<file path="config.mk">
export PLATFORM = sky130hd
export DESIGN_NAME = capgate_ctrl
export DESIGN_NICKNAME = d
export VERILOG_FILES = /design/src/rtl/capgate_pkg.sv /design/src/rtl/capgate_src_edge.sv /design/src/rtl/capgate_gate.sv /design/src/rtl/capgate_oe.sv /design/src/rtl/capgate_ctrl.sv
export SDC_FILE = /design/constraint.sdc
export NUM_CORES = 1
export LEC_CHECK = 0
export ABC_AREA = 1
export CAP_MARGIN = 0
export CORE_MARGIN = 3
export CORE_UTILIZATION = 39
export DETAILED_ROUTE_END_ITERATION = 10
export GPL_ROUTABILITY_DRIVEN = 0
export PLACE_DENSITY = 0.78
export SYNTH_ARGS = -nofsm -noshare
export SYNTH_HDL_FRONTEND = slang
export SYNTH_SLANG_ARGS = --single-unit
</file>
<file path="constraint.sdc">
create_clock -name clk -period 1.3 [get_ports clk]
set_input_delay 0.13 -clock clk [delete_from_list [all_inputs] [get_ports clk]]
set_output_delay 0.13 -clock clk [all_outputs]
set_load 0.02 [all_outputs]
</file>
<file path="src/rtl/capgate_pkg.sv">
package capgate_pkg;

  typedef enum logic [1:0] {
    GM_LEVEL       = 2'b00,
    GM_ARM_RISE    = 2'b01,
    GM_DISARM_FALL = 2'b10,
    GM_RSVD        = 2'b11
  } gate_mode_e;

  typedef enum logic [1:0] {
    AX_OFF   = 2'b00,
    AX_ROLL  = 2'b01,
    AX_MODE  = 2'b10,
    AX_EVENT = 2'b11
  } aux_sel_e;

  // Whether the gate policy lets a capture through this cycle.
  function automatic logic gate_allows(gate_mode_e m, logic lvl_q, logic dis_q);
    logic ok;
    case (m)
      GM_LEVEL:       ok = lvl_q;
      GM_ARM_RISE,
      GM_DISARM_FALL: ok = ~dis_q;
      default:        ok = 1'b0;
    endcase
    return ok;
  endfunction

  // Next value of the sticky disable flag; software write has priority.
  function automatic logic next_dis(gate_mode_e m, logic wr, logic wdata,
                                    logic rise, logic fall, logic cur);
    logic nx;
    nx = cur;
    if (wr)                              nx = wdata;
    else if (m == GM_ARM_RISE && rise)   nx = 1'b0;
    else if (m == GM_DISARM_FALL && fall) nx = 1'b1;
    return nx;
  endfunction

  // Auxiliary output selection.
  function automatic logic aux_pick(aux_sel_e s, logic roll, logic msig,
                                    logic evt, logic tmr);
    logic o;
    case (s)
      AX_ROLL:  o = roll;
      AX_MODE:  o = msig;
      AX_EVENT: o = evt & ~tmr;
      default:  o = 1'b0;
    endcase
    return o;
  endfunction

endpackage

</file>
<file path="src/rtl/capgate_src_edge.sv">
module capgate_src_edge #(
  parameter int NUM_SRC = 8,
  localparam int SEL_W = $clog2(NUM_SRC)
) (
  input  logic               clk,
  input  logic               rst_n,
  input  logic [NUM_SRC-1:0] src_in,
  input  logic [SEL_W-1:0]   src_sel,
  output logic               sel_rise
);
  logic [NUM_SRC-1:0] prev_q;
  logic [NUM_SRC-1:0] rise_vec;

  // Every source keeps its own history so a select change cannot fake an edge.
  for (genvar g = 0; g < NUM_SRC; g++) begin : g_src
    always_ff @(posedge clk or negedge rst_n) begin
      if (!rst_n) prev_q[g] <= 1'b0;
      else        prev_q[g] <= src_in[g];
    end
    assign rise_vec[g] = src_in[g] & ~prev_q[g];
  end

  assign sel_rise = rise_vec[src_sel];
endmodule

</file>
<file path="src/rtl/capgate_gate.sv">
module capgate_gate
  import capgate_pkg::*;
(
  input  logic       clk,
  input  logic       rst_n,
  input  logic       gate_in,
  input  logic [1:0] gate_mode,
  input  logic       dis_wr,
  input  logic       dis_wdata,
  output logic       gate_ok,
  output logic       gate_rise,
  output logic       gate_fall,
  output logic       dis_q
);
  logic       gate_q;
  gate_mode_e mode;

  assign mode      = gate_mode_e'(gate_mode);
  assign gate_rise = gate_in & ~gate_q;
  assign gate_fall = ~gate_in & gate_q;

  always_ff @(posedge clk or negedge rst_n) begin
    if (!rst_n) begin
      gate_q <= 1'b0;
      dis_q  <= 1'b0;
    end else begin
      gate_q <= gate_in;
      dis_q  <= next_dis(mode, dis_wr, dis_wdata, gate_rise, gate_fall, dis_q);
    end
  end

  assign gate_ok = gate_allows(mode, gate_q, dis_q);
endmodule

</file>
<file path="src/rtl/capgate_oe.sv">
module capgate_oe (
  input  logic clk,
  input  logic rst_n,
  input  logic oe_sync,
  input  logic oe_wr,
  input  logic oe_wdata,
  input  logic bound,
  output logic oe_eff
);
  logic shadow_q;
  logic pend_q;

  always_ff @(posedge clk or negedge rst_n) begin
    if (!rst_n) begin
      oe_eff   <= 1'b0;
      shadow_q <= 1'b0;
      pend_q   <= 1'b0;
    end else if (oe_wr && (!oe_sync || bound)) begin
      oe_eff <= oe_wdata;
      pend_q <= 1'b0;
    end else if (oe_wr) begin
      shadow_q <= oe_wdata;
      pend_q   <= 1'b1;
    end else if (bound && pend_q) begin
      oe_eff <= shadow_q;
      pend_q <= 1'b0;
    end
  end
endmodule

</file>
<file path="src/rtl/capgate_ctrl.sv">
module capgate_ctrl
  import capgate_pkg::*;
#(
  parameter int NUM_SRC = 8,
  localparam int SEL_W = $clog2(NUM_SRC)
) (
  input  logic               clk,
  input  logic               rst_n,
  input  logic [NUM_SRC-1:0] src_in,
  input  logic [SEL_W-1:0]   src_sel,
  input  logic               gate_in,
  input  logic [1:0]         gate_mode,
  input  logic               dis_wr,
  input  logic               dis_wdata,
  input  logic [1:0]         aux_sel,
  input  logic               tbase_roll,
  input  logic               tbase_rst,
  input  logic               cmp_evt,
  input  logic               mode_sig,
  input  logic               timer_mode,
  input  logic               oe_sync,
  input  logic               oe_wr,
  input  logic               oe_wdata,
  input  logic               steer,
  input  logic               cmp_out,
  output logic               cap_evt,
  output logic               cap_dis,
  output logic               aux_out,
  output logic               oe_eff,
  output logic               pin_own,
  output logic               pin_out
);
  // Named internal events, visible to the bound checker.
  logic sel_rise_w;
  logic gate_ok_w;
  logic gate_rise_w;
  logic gate_fall_w;
  logic cap_hit_w;
  logic bound_w;

  capgate_src_edge #(.NUM_SRC(NUM_SRC)) u_src (
    .clk      (clk),
    .rst_n    (rst_n),
    .src_in   (src_in),
    .src_sel  (src_sel),
    .sel_rise (sel_rise_w)
  );

  capgate_gate u_gate (
    .clk       (clk),
    .rst_n     (rst_n),
    .gate_in   (gate_in),
    .gate_mode (gate_mode),
    .dis_wr    (dis_wr),
    .dis_wdata (dis_wdata),
    .gate_ok   (gate_ok_w),
    .gate_rise (gate_rise_w),
    .gate_fall (gate_fall_w),
    .dis_q     (cap_dis)
  );

  assign bound_w = tbase_roll | tbase_rst;

  capgate_oe u_oe (
    .clk      (clk),
    .rst_n    (rst_n),
    .oe_sync  (oe_sync),
    .oe_wr    (oe_wr),
    .oe_wdata (oe_wdata),
    .bound    (bound_w),
    .oe_eff   (oe_eff)
  );

  assign cap_hit_w = sel_rise_w & gate_ok_w;

  always_ff @(posedge clk or negedge rst_n) begin
    if (!rst_n) begin
      cap_evt <= 1'b0;
      aux_out <= 1'b0;
    end else begin
      cap_evt <= cap_hit_w;
      aux_out <= aux_pick(aux_sel_e'(aux_sel), tbase_roll, mode_sig,
                          cap_hit_w | cmp_evt, timer_mode);
    end
  end

  assign pin_own = steer;
  assign pin_out = steer & oe_eff & cmp_out;
endmodule

</file>
After elaboration in Yosys (flattened, before gate mapping)
Cells that the tools add are included.
{ "word_totals": {"out_inout_bits": 6, "register_bits": 15, "word_cells": 77} }
{ "classes": {"muxes": 13, "n_reduce_logical": 13, "order_cmp": 1, "n_bitwise": 29, "n_eq_ne": 6} }
{ "op_table": {"columns": ["op", "n"], "rows": [
  ["$and A1 B1 Y1", 14],
  ["$not A1 Y1", 13],
  ["$mux W1", 10],
  ["$eq A2 B2 Y1 const B", 3],
  ["$reduce_bool A3 Y1", 2],
  ["$eq A2 B1 Y1 const B", 2],
  ["$logic_and A1 B1 Y1", 4],
  ["$lt A3 B4 Y1 const B", 1],
  ["$reduce_and A2 Y1", 2],
  ["$bmux W1 S3", 1],
  ["$pmux W1 S3", 1],
  ["$logic_not A2 Y1", 1],
  ["$ne A2 B1 Y1 const B", 1],
  ["$or A1 B1 Y1", 2],
  ["$pmux W1 S2", 1],
  ["$reduce_bool A2 Y1", 1],
  ["$reduce_or A2 Y1", 1],
  ["$logic_not A1 Y1", 1],
  ["$logic_or A1 B1 Y1", 1]
]} }

Longest topological paths before layout
Gate-level depths: netlist of run 1.
{ "logic_depth": {"depth_word": 8, "depth_mapped": 9} }

Cells and area by module
A second synthesis of run 1 with hierarchy kept.
{ "unflattened": {"cells_unflattened": 95, "area_unflattened_um2": 763.2} }
{ "by_module_without_submodules": {"columns": ["mod", "cells_per_inst", "n_inst", "seq_area_each_um2", "area_each_um2"], "rows": [
  ["capgate_src_edge", 32, 1, 200.2, 312.8],
  ["capgate_gate", 25, 1, 50.0, 180.2],
  ["capgate_oe", 20, 1, 75.1, 147.6],
  ["capgate_ctrl", 18, 1, 50.0, 122.6]
]} }

Worst setup path after synthesis of run 1
Ideal clock, no wire load.
{ "synth_timing": {"path_type": "register -> register", "from": "reg u_oe.pend_q", "to": "reg u_oe.oe_eff", "period_less_slack_ps": 1147, "slack_ps": 153, "stages_incl_launch_ff": 5, "setup_ps": 125, "t_arrival_ps": 1022, "t_required_ps": 1175, "n_path_buf": 0, "cell_sequence": "dfrtp_1 > inv_1 > nor2_2 > mux2_1 > mux2_4"} }
{ "synth_between": {"elab_chain_cells": 3} }
{ "synth_lines": {"columns": ["element", "line", "text"], "rows": [
  ["from (decl)", "capgate_oe.sv:11", "logic pend_q;"],
  ["from (signal assigned)", "capgate_oe.sv:17", "pend_q <= 1'b0;"],
  ["from (signal assigned)", "capgate_oe.sv:20", "pend_q <= 1'b0;"],
  ["from (signal assigned)", "capgate_oe.sv:23", "pend_q <= 1'b1;"],
  ["$logic_and A1 B1 Y1", "capgate_oe.sv:24", "end else if (bound && pend_q) begin"],
  ["$reduce_bool A2 Y1 (no source line)", null, null],
  ["$reduce_and A2 Y1 (no source line)", null, null],
  ["to (signal assigned)", "capgate_oe.sv:19", "oe_eff <= oe_wdata;"],
  ["to (signal assigned)", "capgate_oe.sv:25", "oe_eff <= shadow_q;"],
  ["to (decl)", "capgate_oe.sv:8", "output logic oe_eff"]
]} }
Every way passes these cells.
A chain may end at the register's enable or synchronous reset.

Final worst setup path of run 1
{ "layout_timing": {"from": "in tbase_roll", "to": "reg u_oe.oe_eff"} }
{ "layout_between": {"elab_chain_cells": 5} }
{ "layout_lines": {"columns": ["element", "line", "text"], "rows": [
  ["from (decl)", "capgate_ctrl.sv:16", "input logic tbase_roll,"],
  ["$or A1 B1 Y1 *", "capgate_ctrl.sv:62", "assign bound_w = tbase_roll | tbase_rst;"],
  ["$logic_or A1 B1 Y1", "capgate_oe.sv:18", "end else if (oe_wr && (!oe_sync || bound)) begin"],
  ["$logic_and A1 B1 Y1", "capgate_oe.sv:18", null],
  ["$ne A2 B1 Y1 (no source line) or $reduce_bool A2 Y1 (tied branches)", null, null],
  ["$reduce_and A2 Y1 (no source line)", null, null]
]} }
Mark *: on every way between the ends. The rest lies on a longest branch, timed or not.

==> results.md, run 1 <==
* Unrepaired setup endpoints after global routing: false
* Root Driver: clkbuf_4
* Fin Hold WS at 0.159 ns
* Setup Viol. Count Final at 0
* H-tree depth at 1
* Final Cycle Share at 97.6%
* Power per cell area at a little under 900 nW/um^2
* Peak VDD IR at roughly 0.00054 V
* Clock transition at path regs at around 0.09 ns
* Worst path slowest cell: clkdlybuf4s50_1
* Area contributors post-synth: dfrtp_1, nand3_1, inv_1, ha_1, nand2_1
* R2R depth at 4
* Pin count of the biggest net entering global routing at 16
* Fmax at 0.788 GHz
* 1st-pass router iterations at 4
* Cts hold-fix bufs at 0
* Die area at around 2400 sq um
* WP buf/inv at 1
* Max-Cap Viols at 0
* Reg2Reg Capture Point: u_oe.oe_eff$_DFFE_PN0P_
* Final HPWL DP at 1380 um
* Initial antenna violation count at 0
* Avg WL per Cell at between 10 and 15 um
* Register area share after synthesis at 51.1%
* CP max stage delay at 0.49 ns
* Area growth syn-to-layout at 58.9%
* YS warnings at 0
* Critical Path End Type: flop
* Syn Area/Cell at 9.07 sq um
* Total GRT Usage at 14.9%
* Placeable Area at about 1700 sq um
* Top post-synthesis cells by count: inv_1, nand3_1, dfrtp_1
* Synth cell types at 15
* Initial DRC Count at 6
* Hold Fails Final Rpt at 0
* Layout cells sized above 1 at 10.5%
* Layout fillers at between 150 and 200
* Skew-Pair Late Insertion Delay at 0.28 ns
* Share of the synthesized area in the top cell type at between 50% and 60%
* Worst min path class: input pin to asynchronous set/reset pin
* Pleak at 0.606 nW
* WL final at 1590 um
* Synthesized instance count at 81
* ANT nets after route at 0
* Worst Skew at 0.0122 ns
* Nets at 159
* Worst-Margin Slew at approximately 0.27 ns
* Chip width at slightly below 50 um
* Post-synth top flop: dfrtp_1
* Total clock sinks at 15
* CTS Buffer Depth at 2
* Setup bufs post-CTS at 0
* Vias in the first global route at 676
* FP Rows at 15
* Port Buf Inserts at 35
* Area of the multi-input gates at ~280 sq um
* Die Ht at 49.4 um
* Fin. max-slew vios at 0
* Count leader, synth: inv_1
* #FFs+latches synth at 15
* Placed Area at 1150 sq um
* Number of flops mapped to enable cells by yosys at 0
* TritonCTS buffer count at 3
* Critical Path AT at around 1.4 ns
* Crit Path Category: input pin to flop
* First-pass GRT wire length at 2840 um
* Most used cell along the critical path: nor2_2
* CTS tree: yes
* Via/cell ratio at approximately 4.4
* Post-route cell area at 1170 sq um
* Status: completed
* Syn nets at 115
* CP max FO at 3
* CP cell instances: clkdlybuf4s50_1 > nor2_2 > nor2_2 > mux2_1 > mux2_4
* Initial core utilization at a little over two fifths
* # IOs at 36
* CP top delay family: multiplexers
* Slew headroom at 81.8%
* CP Depth at 5
* Post-synth top area cell: dfrtp_1
* Post-Syn Area at around 730 sq um
* FF-to-FF setup slack at 0.06 ns
* Reg area at 375 sq um
* GRT overflow at 0
* Startpoint Class: input pin
* WP data required at ~1.5 ns
* N_diodes at 0
* R2R Path Start: u_oe.pend_q$_DFFE_PN0P_
* Via count at 659
* Ys async rst share at 100%
* Residual DRC at 0
* Tmin final at 1.27 ns
-- cell type report --
type | instances | area share (%)
Timing Repair Buffer | 40 | 32.7
Multi-Input combinational cell | 45 | 23.7
Clock buffer | 3 | 1.93
Tap cell | 25 | 2.68
Inverter | 20 | 6.43
Clock inverter | 1 | 0.429
Sequential cell | 15 | 32.2
-- metrics by stage --
| stage | setup TNS [ns] | setup slack [ns] | total power, mW | utilization [%] | cells |
|---|---|---|---|---|---|
| global route | 0 | 0.00834 | 1.08 | 66.9 | 149 |
| detailed placement | -0.740 | -0.243 | 0.788 | 65.7 | 145 |
| finish | 0 | 0.0317 | 1.02 | 66.9 | 149 |
| global placement | -0.601 | -0.175 | 0.779 | 65.7 | 145 |
| floorplan | 0 | 0.153 | 0.620 | - | 81 |
| CTS | 0 | 0.0304 | 1.03 | 66.8 | 149 |
-- power by group --
part           switching (mW)  internal (mW)
Clock                   0.140          0.114
Sequential             0.0134          0.501
Combinational           0.103          0.144
-- worst max-delay path by stage --
stage	from	end	slack, ns
after floorplan	u_oe.pend_q$_DFFE_PN0P_	u_oe.oe_eff$_DFFE_PN0P_	0.15
after global placement	tbase_roll	u_oe.oe_eff$_DFFE_PN0P_	-0.17
after detailed placement	tbase_roll	u_oe.oe_eff$_DFFE_PN0P_	-0.24
after CTS	u_oe.pend_q$_DFFE_PN0P_	u_oe.oe_eff$_DFFE_PN0P_	0.03
after global routing	gate_mode[0]	aux_out$_DFF_PN0_	0.008
final	tbase_roll	u_oe.oe_eff$_DFFE_PN0P_	0.03
-- logic make-up after synthesis --
family / share of synthesized area (%)
and+or+nand+nor: 21.6
buffers and inverters: 11.2
DFF: 51.1
AOI/OAI and AO/OA: 4.09
adders and majority gates: 6.81
muxes: 5.11
-- sequential cells by signal, summed over array words and instances, names as in the netlist --
name / cells
u_oe.oe_eff: 1
u_src.prev_q: 8
u_gate.dis_q: 1
u_oe.pend_q: 1
cap_evt: 1
u_oe.shadow_q: 1
u_gate.gate_q: 1
aux_out: 1
-- what timing repair did --
item,in CTS,in global routing
endpoints found under the setup margin,6,2
resized for setup,6,1
pin swaps,0,1
-- layout by cell type, fill, tap and decap left out --
cell	count
nor2_1	2
clkdlybuf4s15_1	1
mux2_2	1
clkbuf_4	3
mux2_1	1
clkdlybuf4s50_1	29
clkinv_2	1
nand2_1	10
dfrtp_1	15
inv_1	20
mux2_4	1
and3_1	1
nor2_2	2
o31ai_1	2
a21oi_1	3
nand3_1	16
buf_4	5
ha_1	4
nand3b_1	2
dlygate4sd2_1	5
-- routing by layer --
metal | GRT usage (%) | part of all wire (%) | vias up
li1 | - | - | 338
met1 | 16.3 | 39 | 295
met2 | 28.1 | 53 | 24
met3 | 2.75 | 6.8 | 2
met4 | 5.53 | 0.88 | 0
met5 | 0 | 0 | -
No activity file was read; power rests on OpenSTA's default activity.
==> run 2, diff against run 1 <==
- ABC_CLOCK_PERIOD_IN_PS: default -> 1300
==> results of run 2 <==
No change in the layout: final DEF, timing and power equal those of run 1.
